--- src/rtl/fpadd_pkg.sv ---
`timescale 1ns/1ps
package fpadd_pkg;
    parameter int EXP_W  = 8;
    parameter int FRAC_W = 23;

    localparam int WORD_W  = 1 + EXP_W + FRAC_W;
    localparam int SIG_W   = FRAC_W + 1;
    localparam int GRS_W   = 3;
    localparam int EXT_W   = SIG_W + GRS_W;
    localparam int SUM_W   = EXT_W + 1;
    localparam int EV_W    = EXP_W + 2;
    localparam int EXP_MAX = (1 << EXP_W) - 1;
    localparam logic [WORD_W-1:0] QNAN_WORD =
        {1'b0, {EXP_W{1'b1}}, 1'b1, {(FRAC_W-1){1'b0}}};

    typedef struct packed {
        logic             sign;
        logic [EXP_W-1:0] eff_exp;
        logic [SIG_W-1:0] sig;
        logic             is_inf;
        logic             is_nan;
    } unp_t;

    typedef struct packed {
        logic valid;
        unp_t opa;
        unp_t opb;
    } st1_t;

    typedef struct packed {
        logic              valid;
        logic              special;
        logic              invalid;
        logic [WORD_W-1:0] spec_word;
        logic              sign;
        logic [EXP_W-1:0]  exp;
        logic [SUM_W-1:0]  sum;
    } st2_t;

    typedef struct packed {
        logic              valid;
        logic [WORD_W-1:0] result;
        logic              overflow;
        logic              invalid;
    } st3_t;

    typedef struct packed {
        st1_t s1;
        st2_t s2;
        st3_t s3;
    } pipe_t;
endpackage

--- src/rtl/fpadd_unpack.sv ---
`timescale 1ns/1ps
module fpadd_unpack
    import fpadd_pkg::*;
(
    input  logic [WORD_W-1:0] word,
    input  logic              flip_sign,
    output unp_t              fields
);
    logic [EXP_W-1:0]  exp_raw;
    logic [FRAC_W-1:0] frac_raw;
    logic              exp_zero;
    logic              exp_full;

    always_comb begin
        exp_raw  = word[WORD_W-2 -: EXP_W];
        frac_raw = word[FRAC_W-1:0];
        exp_zero = (exp_raw == '0);
        exp_full = (exp_raw == EXP_W'(EXP_MAX));

        fields.sign    = word[WORD_W-1] ^ flip_sign;
        fields.eff_exp = exp_zero ? EXP_W'(1) : exp_raw;
        fields.sig     = {~exp_zero, frac_raw};
        fields.is_inf  = exp_full && (frac_raw == '0);
        fields.is_nan  = exp_full && (frac_raw != '0);
    end
endmodule

--- src/rtl/fpadd_align.sv ---
`timescale 1ns/1ps
module fpadd_align
    import fpadd_pkg::*;
(
    input  unp_t              opa,
    input  unp_t              opb,
    output logic              special,
    output logic              invalid,
    output logic [WORD_W-1:0] spec_word,
    output logic              res_sign,
    output logic [EXP_W-1:0]  res_exp,
    output logic [SUM_W-1:0]  sum
);
    logic               a_big;
    logic               big_sign;
    logic               small_sign;
    logic [EXP_W-1:0]   big_exp;
    logic [EXP_W-1:0]   small_exp;
    logic [SIG_W-1:0]   big_sig;
    logic [SIG_W-1:0]   small_sig;
    logic [EXP_W-1:0]   gap;
    logic [2*EXT_W-1:0] wide;
    logic [EXT_W-1:0]   shifted;
    logic               sticky;
    logic [SUM_W-1:0]   big_x;
    logic [SUM_W-1:0]   small_x;
    logic               eff_sub;

    // magnitude ordering and right shift of the smaller operand
    always_comb begin
        a_big      = {opa.eff_exp, opa.sig} >= {opb.eff_exp, opb.sig};
        big_sign   = a_big ? opa.sign    : opb.sign;
        small_sign = a_big ? opb.sign    : opa.sign;
        big_exp    = a_big ? opa.eff_exp : opb.eff_exp;
        small_exp  = a_big ? opb.eff_exp : opa.eff_exp;
        big_sig    = a_big ? opa.sig     : opb.sig;
        small_sig  = a_big ? opb.sig     : opa.sig;
        gap        = big_exp - small_exp;

        wide = {small_sig, {GRS_W{1'b0}}, {EXT_W{1'b0}}} >> gap;
        if (gap >= EXP_W'(EXT_W)) begin
            shifted = '0;
            sticky  = |small_sig;
        end else begin
            shifted = wide[2*EXT_W-1:EXT_W];
            sticky  = |wide[EXT_W-1:0];
        end
    end

    // effective add or subtract
    always_comb begin
        eff_sub  = big_sign ^ small_sign;
        big_x    = {1'b0, big_sig, {GRS_W{1'b0}}};
        small_x  = {1'b0, shifted[EXT_W-1:1], shifted[0] | sticky};
        sum      = eff_sub ? (big_x - small_x) : (big_x + small_x);
        res_sign = (sum == '0) ? 1'b0 : big_sign;
        res_exp  = big_exp;
    end

    // special operand classes
    always_comb begin
        special   = 1'b0;
        invalid   = 1'b0;
        spec_word = QNAN_WORD;
        if (opa.is_nan || opb.is_nan) begin
            special = 1'b1;
        end else if (opa.is_inf && opb.is_inf && (opa.sign != opb.sign)) begin
            special = 1'b1;
            invalid = 1'b1;
        end else if (opa.is_inf) begin
            special   = 1'b1;
            spec_word = {opa.sign, {EXP_W{1'b1}}, {FRAC_W{1'b0}}};
        end else if (opb.is_inf) begin
            special   = 1'b1;
            spec_word = {opb.sign, {EXP_W{1'b1}}, {FRAC_W{1'b0}}};
        end
    end
endmodule

--- src/rtl/fpadd_round.sv ---
`timescale 1ns/1ps
module fpadd_round
    import fpadd_pkg::*;
(
    input  logic              sign,
    input  logic [EXP_W-1:0]  exp_in,
    input  logic [SUM_W-1:0]  sum,
    output logic [WORD_W-1:0] word,
    output logic              overflow
);
    logic [EV_W-1:0]  lz;
    logic [EV_W-1:0]  room;
    logic [EV_W-1:0]  shl;
    logic [EV_W-1:0]  exp_n;
    logic [EV_W-1:0]  exp_r;
    logic [EXT_W-1:0] norm;
    logic [SIG_W-1:0] mant;
    logic             guard;
    logic             rest;
    logic             bump;
    logic [SIG_W:0]   mant_r;
    logic             carry;
    logic             has_lead;
    logic [FRAC_W-1:0] frac_o;

    // leading-zero count of the sum below the carry position
    always_comb begin
        lz = EV_W'(EXT_W);
        for (int i = 0; i < EXT_W; i++) begin
            if (sum[i]) lz = EV_W'(EXT_W - 1 - i);
        end
    end

    // normalisation: right by one on carry, else left but not below exponent 1
    always_comb begin
        room = {2'b00, exp_in} - EV_W'(1);
        shl  = (lz > room) ? room : lz;
        if (sum[SUM_W-1]) begin
            norm  = {sum[SUM_W-1:2], sum[1] | sum[0]};
            exp_n = {2'b00, exp_in} + EV_W'(1);
        end else begin
            norm  = sum[EXT_W-1:0] << shl;
            exp_n = {2'b00, exp_in} - shl;
        end
    end

    // round to nearest, ties to even
    always_comb begin
        mant   = norm[EXT_W-1:GRS_W];
        guard  = norm[GRS_W-1];
        rest   = |norm[GRS_W-2:0];
        bump   = guard & (rest | mant[0]);
        mant_r = {1'b0, mant} + (SIG_W+1)'(bump);
        carry  = mant_r[SIG_W];
        exp_r  = carry ? (exp_n + EV_W'(1)) : exp_n;
        has_lead = carry | mant_r[SIG_W-1];
        frac_o = carry ? mant_r[SIG_W-1:1] : mant_r[FRAC_W-1:0];
    end

    // packing
    always_comb begin
        overflow = has_lead && (exp_r >= EV_W'(EXP_MAX));
        if (overflow) begin
            word = {sign, {EXP_W{1'b1}}, {FRAC_W{1'b0}}};
        end else if (has_lead) begin
            word = {sign, exp_r[EXP_W-1:0], frac_o};
        end else begin
            word = {sign, {EXP_W{1'b0}}, frac_o};
        end
    end
endmodule

--- src/rtl/fpadd_top.sv ---
`timescale 1ns/1ps
module fpadd_top
    import fpadd_pkg::*;
(
    input  logic        clk,
    input  logic        rst_n,
    input  logic        in_valid,
    input  logic [31:0] in_a,
    input  logic [31:0] in_b,
    input  logic        in_sub,
    output logic        out_valid,
    output logic [31:0] out_result,
    output logic        out_overflow,
    output logic        out_invalid
);
    pipe_t pipe_d;
    pipe_t pipe_q;

    unp_t              a_unp;
    unp_t              b_unp;
    logic              al_special;
    logic              al_invalid;
    logic [WORD_W-1:0] al_spec_word;
    logic              al_sign;
    logic [EXP_W-1:0]  al_exp;
    logic [SUM_W-1:0]  al_sum;
    logic [WORD_W-1:0] rn_word;
    logic              rn_overflow;

    fpadd_unpack u_unp_a (
        .word      (in_a),
        .flip_sign (1'b0),
        .fields    (a_unp)
    );

    fpadd_unpack u_unp_b (
        .word      (in_b),
        .flip_sign (in_sub),
        .fields    (b_unp)
    );

    fpadd_align u_align (
        .opa       (pipe_q.s1.opa),
        .opb       (pipe_q.s1.opb),
        .special   (al_special),
        .invalid   (al_invalid),
        .spec_word (al_spec_word),
        .res_sign  (al_sign),
        .res_exp   (al_exp),
        .sum       (al_sum)
    );

    fpadd_round u_round (
        .sign     (pipe_q.s2.sign),
        .exp_in   (pipe_q.s2.exp),
        .sum      (pipe_q.s2.sum),
        .word     (rn_word),
        .overflow (rn_overflow)
    );

    always_comb begin
        pipe_d = pipe_q;

        pipe_d.s1.valid = in_valid;
        pipe_d.s1.opa   = a_unp;
        pipe_d.s1.opb   = b_unp;

        pipe_d.s2.valid     = pipe_q.s1.valid;
        pipe_d.s2.special   = al_special;
        pipe_d.s2.invalid   = al_invalid;
        pipe_d.s2.spec_word = al_spec_word;
        pipe_d.s2.sign      = al_sign;
        pipe_d.s2.exp       = al_exp;
        pipe_d.s2.sum       = al_sum;

        pipe_d.s3.valid    = pipe_q.s2.valid;
        pipe_d.s3.result   = pipe_q.s2.special ? pipe_q.s2.spec_word : rn_word;
        pipe_d.s3.overflow = ~pipe_q.s2.special & rn_overflow;
        pipe_d.s3.invalid  = pipe_q.s2.special & pipe_q.s2.invalid;
    end

    always_ff @(posedge clk) begin
        if (!rst_n) begin
            pipe_q <= '0;
        end else begin
            pipe_q <= pipe_d;
        end
    end

    assign out_valid    = pipe_q.s3.valid;
    assign out_result   = pipe_q.s3.result;
    assign out_overflow = pipe_q.s3.overflow;
    assign out_invalid  = pipe_q.s3.invalid;
endmodule

--- config.mk ---
export PLATFORM = sky130hd
export DESIGN_NAME = fpadd_top
export DESIGN_NICKNAME = d
export VERILOG_FILES = /design/src/rtl/fpadd_pkg.sv /design/src/rtl/fpadd_unpack.sv /design/src/rtl/fpadd_align.sv /design/src/rtl/fpadd_round.sv /design/src/rtl/fpadd_top.sv
export SDC_FILE = /design/constraint.sdc
export NUM_CORES = 1
export LEC_CHECK = 0
export CORE_MARGIN = 10
export CORE_UTILIZATION = 40
export CTS_CLUSTER_DIAMETER = 100
export DETAILED_ROUTE_END_ITERATION = 10
export DONT_BUFFER_PORTS = 1
export GPL_TIMING_DRIVEN = 0
export SKIP_LAST_GASP = 1
export SLEW_MARGIN = 20
export SYNTH_ARGS = -nofsm -noshare
export SYNTH_HDL_FRONTEND = slang
export SYNTH_HIERARCHICAL = 1
export SYNTH_SLANG_ARGS = --single-unit
--- constraint.sdc ---
create_clock -name clk -period 7.5 [get_ports clk]
set_input_delay 1.5 -clock clk [delete_from_list [all_inputs] [get_ports clk]]
set_output_delay 1.5 -clock clk [all_outputs]
set_load 0.1 [all_outputs]
==> flow_summary.json <==
{
  "status": "complete, but fails checks",
  "violations": "setup timing",
  "grt_pass1_vias": 17300,
  "yosysSeqAreaShare_pct": 20.0,
  "wl_mm": 69.1,
  "grt.overflow.total": 0,
  "synth-seq-cells": 178,
  "synth_top_cell_area_share_pct": 20.0,
  "fmax_ghz": 0.121,
  "timing.critical_path.from": "pipe_q[138]",
  "hp-start": "pipe_d[106]",
  "drtIter0Drc": 1800,
  "num_antenna_cells": 0,
  "highest_layer": "met4",
  "synth_edf_count": 0,
  "path_class": "reg -> reg",
  "drt-pass1-iter-count": 6,
  "rr_worst_depth": 40,
  "drv_cap": 0,
  "dp_worst_setup_slack_ns": -2.29,
  "worst_pin_slew_ns": 1.14,
  "root_buffer": "clkbuf_16",
  "crit-reg2reg-launch": "pipe_q[138]",
  "drc": 0,
  "worst_ep_required_time_ns": 7.85,
  "clkPwrFrac_pct": 11.8,
  "leakage_nw": 8.53,
  "met3_length_mm": 5.53,
  "track_usage_pct": 24.9,
  "start_util_pct": 40.4,
  "crit_end": "pipe_q[71]",
  "rsz0062_at_grt": "yes",
  "avgSynthCellArea_um2": 7.65,
  "async_flop_share_pct": 0,
  "grt_first_pass_wirelength_mm": 105,
  "hpwl_mm": 55.1,
  "slowest_stage": "mux4_2",
  "area_delta_synth_final_pct": 17.6,
  "yosys_warnings": 6,
  "ios": 103,
  "grt_max_degree": 19,
  "synthTopCellsByArea": "dfxtp_1 (20%), ha_1 (6.8%), and2_1 (5.5%)",
  "rows": 77,
  "netlist_instances": 2329,
  "final.fill_count": 4535,
  "coreArea_um2": 44100,
  "min_path_type": "reg -> reg",
  "nets": 2620,
  "ys.flop_type": "dfxtp_1",
  "slowest_delay_ns": 0.54,
  "numClockSinks": 178,
  "viasPerCell": 5.93,
  "synth.distinct_cells": 106,
  "finalMaxSlewViolations": 0,
  "fin_crit_ns": 8.24,
  "synth_area_um2": 17800,
  "period_share_pct": 110,
  "max-vdd-ir-drop_mv": 0.195,
  "dieArea_um2": 53400,
  "cts_tree": "built",
  "gp_congestion": 1.02,
  "dr_total_vias": 18100,
  "wl_met2_mm": 30.2,
  "setup_viol": 1,
  "clk_pin_slew_ns": 0.07,
  "io_buffers": 0,
  "layout-drive-gt1-share_pct": 23.2,
  "clock_skew_ns": 0.0130,
  "insertion_delay_ns": 0.46,
  "combPwrFrac_pct": 72.3,
  "htreeDepth": 4,
  "cts.path.max_buffers": 2,
  "p_total_mw": 7.33,
  "arrival_ns": 8.59,
  "power_density_nw_per_um2": 350,
  "p_sw_mw": 3.97,
  "r2r-end": "pipe_q[71]",
  "reg2reg_slack_ns": -0.74,
  "die_w_um": 231,
  "switching_share_pct": 54.2,
  "die_height_um": 231,
  "max_slew_margin_pct": 22.9,
  "drtAntennaViolNets": 0,
  "antenna_found_initial": 0,
  "numCtsBuffers": 17,
  "crit_path_end_kind": "register",
  "wl_per_cell_um": 22.6,
  "met1Wirelength_mm": 31.6,
  "worstPathMaxFanout": 5,
  "setup_ws_ns": -0.738,
  "hold_buffers": 0,
  "hold_viol_final": 0,
  "yosysTopAreaCell": "dfxtp_1",
  "p_int_mw": 3.36,
  "seqPwrFrac_pct": 15.9,
  "startpoint_type": "register"
}
[kinds of logic (layout without fill, tap and decap cells)]
group / after synthesis / after routing / share of synthesized area, %
AO/OA/AOI/OAI: 586 / 586 / 22.2
XOR/XNOR: 66 / 66 / 3.24
adder cells (fa/ha/maj): 99 / 99 / 7.03
buffers and inverters: 382 / 491 / 11.4
flip-flops: 178 / 178 / 20.0
multiplexers: 136 / 136 / 9.20
other: 4 / 32 / 0.0842
AND/OR/NAND/NOR: 878 / 878 / 26.9
[repair_timing]
item,4_1_cts,5_1_grt
pin swaps,53,48
gates resized for setup,146,63
setup endpoints to repair,47,40
cloned,1,0
setup buffers,52,33
[layer usage]
metal	track usage, %	vias up
met5	0	-
met4	7.71	0
met3	3.86	113
met2	38.5	838
met1	34.9	8707
li1	-	8491
[sequential cells by signal, indices dropped and copies added, names as in the netlist]
name and cells:
out_invalid 1, out_overflow 1, out_result 32, out_valid 1, pipe_d 2, pipe_q 141
[critical path: cells and delay by family (launching register included)]
family / cells / cell delay [ns]
AND/OR/NAND/NOR: 10 / 1.98
adder cells (fa/ha/maj): 3 / 0.74
buffers and inverters: 6 / 0.67
flip-flops: 1 / 0.33
AO/OA/AOI/OAI: 18 / 3.46
multiplexers: 2 / 0.72
XOR/XNOR: 1 / 0.20
[how the worst min path moves through the flow]
stage | to | slack [ns] | depth (start not counted)
after floorplan | out_valid | 0.41 | 1
after global placement | pipe_d[34] | 0.43 | 1
after detailed placement | out_valid | 0.42 | 1
after CTS | pipe_d[34] | 0.45 | 1
after global routing | pipe_d[34] | 0.46 | 1
final | pipe_d[34] | 0.44 | 1
[power groups by stage]
| stage | Clock [mW] | Sequential [mW] | Combinational [mW] |
|---|---|---|---|
| finish | 0.867 | 1.16 | 5.30 |
| CTS | 0.886 | 1.15 | 4.98 |
| floorplan | 0 | 1.13 | 3.52 |
| detailed placement | 0 | 1.17 | 4.78 |
| global placement | 0 | 1.17 | 4.78 |
| global route | 0.920 | 1.18 | 5.65 |
[placed cells by master (no fill, tap or decap), types with 37 or more instances in the layout]
| cell | synthesis | layout |
|---|---|---|
| nor2_1 | 139 | 134 |
| mux2i_1 | 96 | 93 |
| inv_1 | 113 | 101 |
| nor4_1 | 46 | 37 |
| nand2_1 | 199 | 191 |
| nand3_1 | 56 | 56 |
| and2_1 | 157 | 156 |
| clkbuf_1 | 82 | 67 |
| o21ai_0 | 134 | 123 |
| nor2b_1 | 49 | 48 |
| dfxtp_1 | 178 | 149 |
| buf_4 | 120 | 202 |
| a211oi_1 | 60 | 56 |
| ha_1 | 97 | 77 |
| nor3_1 | 49 | 46 |
| a21oi_1 | 137 | 124 |
[Yosys cell counts (all sizes together) (19+ instances only)]
master,instances
a211oi,65
a21oi,142
a31oi,28
and2,158
buf,175
clkbuf,90
dfxtp,178
ha,97
inv,117
mux2i,99
mux4,19
nand2,203
nand2b,29
nand3,56
nand4,32
nor2,140
nor2b,49
nor3,67
nor4,56
o211ai,23
o21ai,139
or3,22
xnor2,35
xor2,31
[final cells by class]
| cell class | count | area, um^2 | area share [%] |
|---|---|---|---|
| repair buffers | 86 | 658 | 3.14 |
| multi-input cells | 1797 | 13300 | 63.4 |
| flip-flops and latches | 178 | 3610 | 17.2 |
| clock buffers | 17 | 425 | 2.03 |
| clock inverters | 15 | 140 | 0.668 |
| well taps | 592 | 741 | 3.53 |
| inverters | 117 | 453 | 2.16 |
| plain buffers | 256 | 1650 | 7.88 |
[stage by stage]
stage / utilization (%) / setup TNS [ns] / instance area, um^2 / hold slack (ns) / instances
after global placement: 42.7 / -28.79 / 18800 / 0.427 / 2949
after detailed placement: 42.7 / -28.95 / 18800 / 0.420 / 2949
after CTS: 46.3 / -0.572 / 20400 / 0.446 / 3029
after global routing: 47.5 / -3.25 / 21000 / 0.463 / 3058
after floorplan: - / 0 / 18100 / 0.412 / 2357
final: 47.5 / -0.738 / 21000 / 0.441 / 3058
(Power assumes the default switching activity.)
